### config.mk
export PLATFORM = sky130hd
export DESIGN_NAME = cs_bank_decoder
export DESIGN_NICKNAME = d
export VERILOG_FILES = /design/src/rtl/cs_decode_pkg.sv /design/src/rtl/addr_region_classifier.sv /design/src/rtl/bank_select_gen.sv /design/src/rtl/decode_out_reg.sv /design/src/rtl/cs_bank_decoder.sv
export SDC_FILE = /design/constraint.sdc
export NUM_CORES = 1
export LEC_CHECK = 0
export ABC_AREA = 0
export BUFFER_PORTS_ARGS = -buffer_cell sky130_fd_sc_hd__buf_2
export CAP_MARGIN = 20
export CORE_ASPECT_RATIO = 1.5
export CORE_MARGIN = 3
export CORE_UTILIZATION = 40
export CTS_CLUSTER_DIAMETER = 80
export CTS_CLUSTER_SIZE = 20
export DETAILED_ROUTE_END_ITERATION = 10
export GPL_TIMING_DRIVEN = 0
export PLACE_DENSITY_LB_ADDON = 0.1
export SKIP_CTS_REPAIR_TIMING = 1
export SLEW_MARGIN = 20
export SYNTH_ARGS = -nofsm -noshare
export SYNTH_HDL_FRONTEND = slang
export SYNTH_SLANG_ARGS = --single-unit
### constraint.sdc
create_clock -name clk -period 1.7 [get_ports clk]
set_clock_uncertainty 0.15 [all_clocks]
set_input_delay 0.085 -clock clk [delete_from_list [all_inputs] [get_ports clk]]
set_output_delay 0.085 -clock clk [all_outputs]
set_load 0.005 [all_outputs]
### src/rtl/cs_decode_pkg.sv
package cs_decode_pkg;

  localparam int ADDR_W     = 32;
  localparam int BANK_CNT   = 8;
  localparam int BANK_AW    = 27;
  localparam int SRAM_AW    = 12;
  localparam logic [ADDR_W-1:0] REG_FIRST = 32'h4800_0000;
  localparam logic [ADDR_W-1:0] REG_LAST  = 32'h5FFF_FFFF;

  localparam int BANK_SEL_W = $clog2(BANK_CNT);
  localparam int EXT_TOP    = BANK_AW + BANK_SEL_W;

  typedef enum logic [2:0] {
    TGT_NONE,
    TGT_BANK,
    TGT_SRAM,
    TGT_REG,
    TGT_HOLE
  } tgt_e;

  typedef struct packed {
    tgt_e                  tgt;
    logic [BANK_SEL_W-1:0] bank;
    logic [BANK_AW-1:0]    offset;
  } decode_t;

  // Address lies inside the external banked region.
  function automatic logic f_is_external(input logic [ADDR_W-1:0] a);
    return a[ADDR_W-1:EXT_TOP] == '0;
  endfunction

  // Bank number taken from the bits just above the in-bank address.
  function automatic logic [BANK_SEL_W-1:0] f_bank_of(input logic [ADDR_W-1:0] a);
    return a[EXT_TOP-1:BANK_AW];
  endfunction

  // Address lies inside the first SRAM-sized slice of bank 0.
  function automatic logic f_in_boot_sram(input logic [ADDR_W-1:0] a);
    return f_is_external(a) && (f_bank_of(a) == '0) && (a[BANK_AW-1:SRAM_AW] == '0);
  endfunction

  // Address lies inside the internal register window.
  function automatic logic f_in_reg_window(input logic [ADDR_W-1:0] a);
    return (a >= REG_FIRST) && (a <= REG_LAST);
  endfunction

endpackage

### src/rtl/addr_region_classifier.sv
module addr_region_classifier
  import cs_decode_pkg::*;
(
  input  logic              req_valid,
  input  logic [ADDR_W-1:0] req_addr,
  input  logic              boot_nand,
  output decode_t           dec,
  output logic              ext_hit,
  output logic              sram_hit,
  output logic              reg_hit
);

  assign ext_hit  = f_is_external(req_addr);
  assign sram_hit = f_in_boot_sram(req_addr);
  assign reg_hit  = f_in_reg_window(req_addr);

  always_comb begin
    dec.tgt    = TGT_NONE;
    dec.bank   = '0;
    dec.offset = '0;
    if (req_valid) begin
      dec.offset = req_addr[BANK_AW-1:0];
      dec.bank   = f_bank_of(req_addr);
      if (ext_hit) begin
        if (boot_nand && (dec.bank == '0)) begin
          dec.tgt = sram_hit ? TGT_SRAM : TGT_HOLE;
        end else begin
          dec.tgt = TGT_BANK;
        end
      end else if (reg_hit) begin
        dec.tgt = TGT_REG;
      end else begin
        dec.tgt = TGT_HOLE;
      end
    end
  end

  // the register window and the external region never overlap
  always_comb begin
    a_r3_regions_disjoint: assert (!(ext_hit && reg_hit))
      else $error("external and register regions overlap");
  end

endmodule

### src/rtl/bank_select_gen.sv
module bank_select_gen
  import cs_decode_pkg::*;
(
  input  tgt_e                  tgt,
  input  logic [BANK_SEL_W-1:0] bank,
  output logic [BANK_CNT-1:0]   cs_n_next
);

  for (genvar g = 0; g < BANK_CNT; g++) begin : g_cs
    assign cs_n_next[g] = !((tgt == TGT_BANK) && (bank == BANK_SEL_W'(g)));
  end

  // at most one chip select requested per cycle
  always_comb begin
    a_r3_single_cs_next: assert ($countones(~cs_n_next) <= 1)
      else $error("more than one chip select requested");
  end

endmodule

### src/rtl/decode_out_reg.sv
module decode_out_reg
  import cs_decode_pkg::*;
(
  input  logic                clk,
  input  logic                rst_n,
  input  tgt_e                tgt,
  input  logic [BANK_AW-1:0]  offset,
  input  logic [BANK_CNT-1:0] cs_n_next,
  output logic                rsp_valid,
  output logic [BANK_CNT-1:0] bank_cs_n,
  output logic [BANK_AW-1:0]  bank_addr,
  output logic                sram_sel,
  output logic                reg_sel,
  output logic                unmapped
);

  always_ff @(posedge clk) begin
    if (!rst_n) begin
      rsp_valid <= 1'b0;
      bank_cs_n <= '1;
      bank_addr <= '0;
      sram_sel  <= 1'b0;
      reg_sel   <= 1'b0;
      unmapped  <= 1'b0;
    end else begin
      rsp_valid <= (tgt != TGT_NONE);
      bank_cs_n <= cs_n_next;
      bank_addr <= offset;
      sram_sel  <= (tgt == TGT_SRAM);
      reg_sel   <= (tgt == TGT_REG);
      unmapped  <= (tgt == TGT_HOLE);
    end
  end

  // no response means every output is quiet
  a_r9_idle_quiet: assert property (@(posedge clk) disable iff (!rst_n)
    !rsp_valid |-> (&bank_cs_n && !sram_sel && !reg_sel && !unmapped && bank_addr == '0))
    else $error("outputs active without a response");

endmodule

### src/rtl/cs_bank_decoder.sv
module cs_bank_decoder
  import cs_decode_pkg::*;
(
  input  logic                clk,
  input  logic                rst_n,
  input  logic                boot_nand,
  input  logic                req_valid,
  input  logic [ADDR_W-1:0]   req_addr,
  output logic                rsp_valid,
  output logic [BANK_CNT-1:0] bank_cs_n,
  output logic [BANK_AW-1:0]  bank_addr,
  output logic                sram_sel,
  output logic                reg_sel,
  output logic                unmapped
);

  decode_t             dec;
  logic                ext_hit;
  logic                sram_hit;
  logic                reg_hit;
  logic [BANK_CNT-1:0] cs_n_next;

  addr_region_classifier u_classify (
    .req_valid (req_valid),
    .req_addr  (req_addr),
    .boot_nand (boot_nand),
    .dec       (dec),
    .ext_hit   (ext_hit),
    .sram_hit  (sram_hit),
    .reg_hit   (reg_hit)
  );

  bank_select_gen u_cs_gen (
    .tgt       (dec.tgt),
    .bank      (dec.bank),
    .cs_n_next (cs_n_next)
  );

  decode_out_reg u_out (
    .clk       (clk),
    .rst_n     (rst_n),
    .tgt       (dec.tgt),
    .offset    (dec.offset),
    .cs_n_next (cs_n_next),
    .rsp_valid (rsp_valid),
    .bank_cs_n (bank_cs_n),
    .bank_addr (bank_addr),
    .sram_sel  (sram_sel),
    .reg_sel   (reg_sel),
    .unmapped  (unmapped)
  );

  logic any_cs;
  assign any_cs = ~&bank_cs_n;

  // never two chip selects at the pins
  a_r3_onehot_cs: assert property (@(posedge clk) disable iff (!rst_n)
    $onehot0(~bank_cs_n))
    else $error("two chip selects low");

  // one target per response
  a_r3_one_target: assert property (@(posedge clk) disable iff (!rst_n)
    rsp_valid |-> ($countones({any_cs, sram_sel, reg_sel, unmapped}) == 1))
    else $error("response without exactly one target");

  // response valid follows request valid by one cycle
  a_r10_latency: assert property (@(posedge clk) disable iff (!rst_n)
    req_valid |=> rsp_valid)
    else $error("request lost");

  a_r10_no_spurious: assert property (@(posedge clk) disable iff (!rst_n)
    !req_valid |=> !rsp_valid)
    else $error("response without request");

  // in-bank address carried through
  a_r2_offset: assert property (@(posedge clk) disable iff (!rst_n)
    req_valid |=> (bank_addr == $past(req_addr[BANK_AW-1:0])))
    else $error("in-bank address wrong");

  // register window selects registers
  a_r7_reg_window: assert property (@(posedge clk) disable iff (!rst_n)
    (req_valid && reg_hit) |=> (reg_sel && &bank_cs_n))
    else $error("register window missed");

  // NAND boot, bank 0 outside the SRAM is a hole
  a_r6_nand_hole: assert property (@(posedge clk) disable iff (!rst_n)
    (req_valid && boot_nand && ext_hit && dec.bank == '0 && !sram_hit) |=> (unmapped && &bank_cs_n))
    else $error("bank 0 hole not flagged");

endmodule

==> results.toml <==
[routing]
avgViaCountPerCell = 4.748
drt-initial-drc-count = 4
via_count = 1225
routed_wl_um = 3472
firstDrtPassIters = 4
final_antenna_net_count = 0
drc = 0
wl_per_cell_um = 13.46

[clock_tree]
htree_levels = 2
cts_tree = "yes"
numClockSinks = 39
path_clk_slew_ns = 0.07
clockBufferDepth = 2
cts_root_buffer = "clkbuf_8"
cts_buffers = 5

[synth]
syn-cell-area_sq_um = 1142
syn_area_per_cell_sq_um = 10.98
ys_warn_count = 0
ys_top_cells_by_area = "dfxtp_1 68%, and3_1 15%, nand2_1 3.0%, nor4_1 2.7%, clkbuf_1 1.6%"
ys_seq_elements = 39
yosys.area.top_type_share_pct = 68.35
synthCells = 104
synthDistinctLibCells = 17
yosysTopAreaCell = "dfxtp_1"
ys_seq_area_share_pct = 68.35
synth_nets = 140

[power]
power_density_nw_per_um2 = 955.9
p_seq_share_pct = 49.0
p_comb_share_pct = 10.4
p_switching_mw = 0.4010
power_mw = 1.938
clkPwrFrac_pct = 40.6
leakagePower_nw = 1.044
max-vdd-ir-drop_v = 0.0008217
switching_share_pct = 20.70
intPower_mw = 1.537

[cells_and_area]
final_area_sq_um = 2027
regArea_sq_um = 780.7
layout.nets = 256
multiInputGateArea_sq_um = 335.3
n_fill_cell = 222
area_growth_pct = 77.44
fin_cells = 258
layout-drive-gt1-share_pct = 37.10
antenna_cells = 0

[sta]
setup_viol = 0
final_hold_viol_count = 10
slew_headroom_pct = 49.96
hold_ws_ns = -0.05985
fin_crit_ns = 1.659
tightest_slew_ns = 0.7402
slew_violations = 0
max_freq_mhz = 602.9
fin_crit_sh_pct = 97.56

[worst_setup_path]
crit_fanout = 5
cp-end-kind = "register"
max_stage_delay_ns = 0.53
cp.buffers_inverters = 2
worstSetupPathType = "input pin to register"
cp.arrival_ns = 1.74
start_kind = "input pin"
path_cells = "dlygate4sd3_1 > buf_2 > or4b_1 > or4_1 > nor2_1"
timing.critical_path.max_delay_family = "simple AND/OR/NAND/NOR gates"
cp.required_ns = 1.78
worst_path_max_delay_cell = "dlygate4sd3_1"

[min_path]
hold_class = "input pin to register"

[placed_design]
dpl.hpwl_um = 2130
dp.cells = 215
dpl-instance-area_sq_um = 1559
io_buffers = 74
gp_congestion = 0.7107

[flow_run]
drv_cap = 0

[grt]
grt_pass1_vias = 1094
overflow = 0
grt_pass1_wl_um = 4657
grt_usage_pct = 17.36
antenna_found_initial = 0
grt_max_degree = 13

[floorplan]
die_x_um = 49.64
io_pins = 75
die_h_um = 71.45
start_util_pct = 42.23
rows = 23
core_area_sq_um = 2705
die_area_sq_um = 3546

[outcome]
violations = "negative hold slack"
status = "complete, but fails checks"
==> metal layers <==
layer  vias to the layer above  global-route usage, %  wire, um
li1                        597                      -         -
met5                         -                      0         0
met3                         8                  8.524       263
met2                        53                  28.72      1889
met1                       567                  17.65      1242
met4                         0                  9.538        76
==> kinds of logic after synthesis <==
kind of cell | after synthesis | synth area share [%]
AO/OA/AOI/OAI | 4 | 2.300
buffers and inverters | 7 | 2.301
AND/OR/NAND/NOR | 54 | 27.05
flip-flops | 39 | 68.35
==> final cells by class <==
class                      instances  share of cell area [%]
sequential                        39                   38.52
timing repair buffer             109                   35.56
multi-input combinational         58                   16.54
buffer                             5                  0.9259
inverter                           2                  0.3704
clock buffer                       6                   4.074
clock inverter                     2                   1.728
tap                               37                   2.284
==> through the flow <==
| step | setup TNS (ns) | setup WS [ns] | hold slack (ns) | util, % |
|---|---|---|---|---|
| global placement | 0 | 0.1547 | 0.1567 | 57.63 |
| finish | 0 | 0.04148 | -0.05985 | 74.93 |
| global route | -0.002689 | -0.002689 | -0.03878 | 74.93 |
| detailed placement | 0 | 0.09462 | 0.1624 | 57.63 |
| floorplan | 0 | 0.4101 | 0.008946 | - |
| CTS | 0 | 0.4239 | -0.1486 | 61.98 |
==> state kept, by name (all words and copies together) (netlist names) <==
| signal | count |
|---|---|
| u_out.rsp_valid | 1 |
| u_out.sram_sel | 1 |
| u_out.bank_cs_n | 8 |
| u_out.reg_sel | 1 |
| u_out.bank_addr | 27 |
| u_out.unmapped | 1 |
==> cell usage in the layout (no fill, tap or decap), types with 2 or more instances in the layout <==
| cell type | instances |
|---|---|
| buf_2 | 74 |
| dfxtp_1 | 39 |
| dlygate4sd3_1 | 35 |
| and3_1 | 27 |
| nand2_1 | 9 |
| clkbuf_8 | 6 |
| clkbuf_1 | 5 |
| nor4_1 | 5 |
| nor2_1 | 4 |
| nand4_1 | 3 |
| nor3_1 | 2 |
| inv_1 | 2 |
==> synth_stat cells, drive strengths merged <==
cell and number:
or4b 1, nand3 1, o21ai 1, nor3 2, dfxtp 39, nor4 5, inv 2, clkbuf 5
nand2 9, nor4b 1, a21oi 1, nor2 4, nand4 3, or4 1, o2bb2ai 1, o21bai 1
and3 27
==> path summary, 6_finish.rpt <==
kind	startpoint	to	slack (ns)	cells past startpoint
min	req_addr[31]	u_out.sram_sel	-0.06	3
max	req_addr[27]	u_out.sram_sel	0.04	5
==> power by group through the flow <==
stage / clock (mW) / combinational, mW / sequential, mW
after CTS: 0.805 / 0.137 / 0.948
after detailed placement: 0 / 0.136 / 0.970
final: 0.787 / 0.201 / 0.949
after global placement: 0 / 0.132 / 0.969
after global routing: 0.844 / 0.223 / 0.951
after floorplan: 0 / 0.0399 / 0.975
Power figures use the tool's default switching activity.
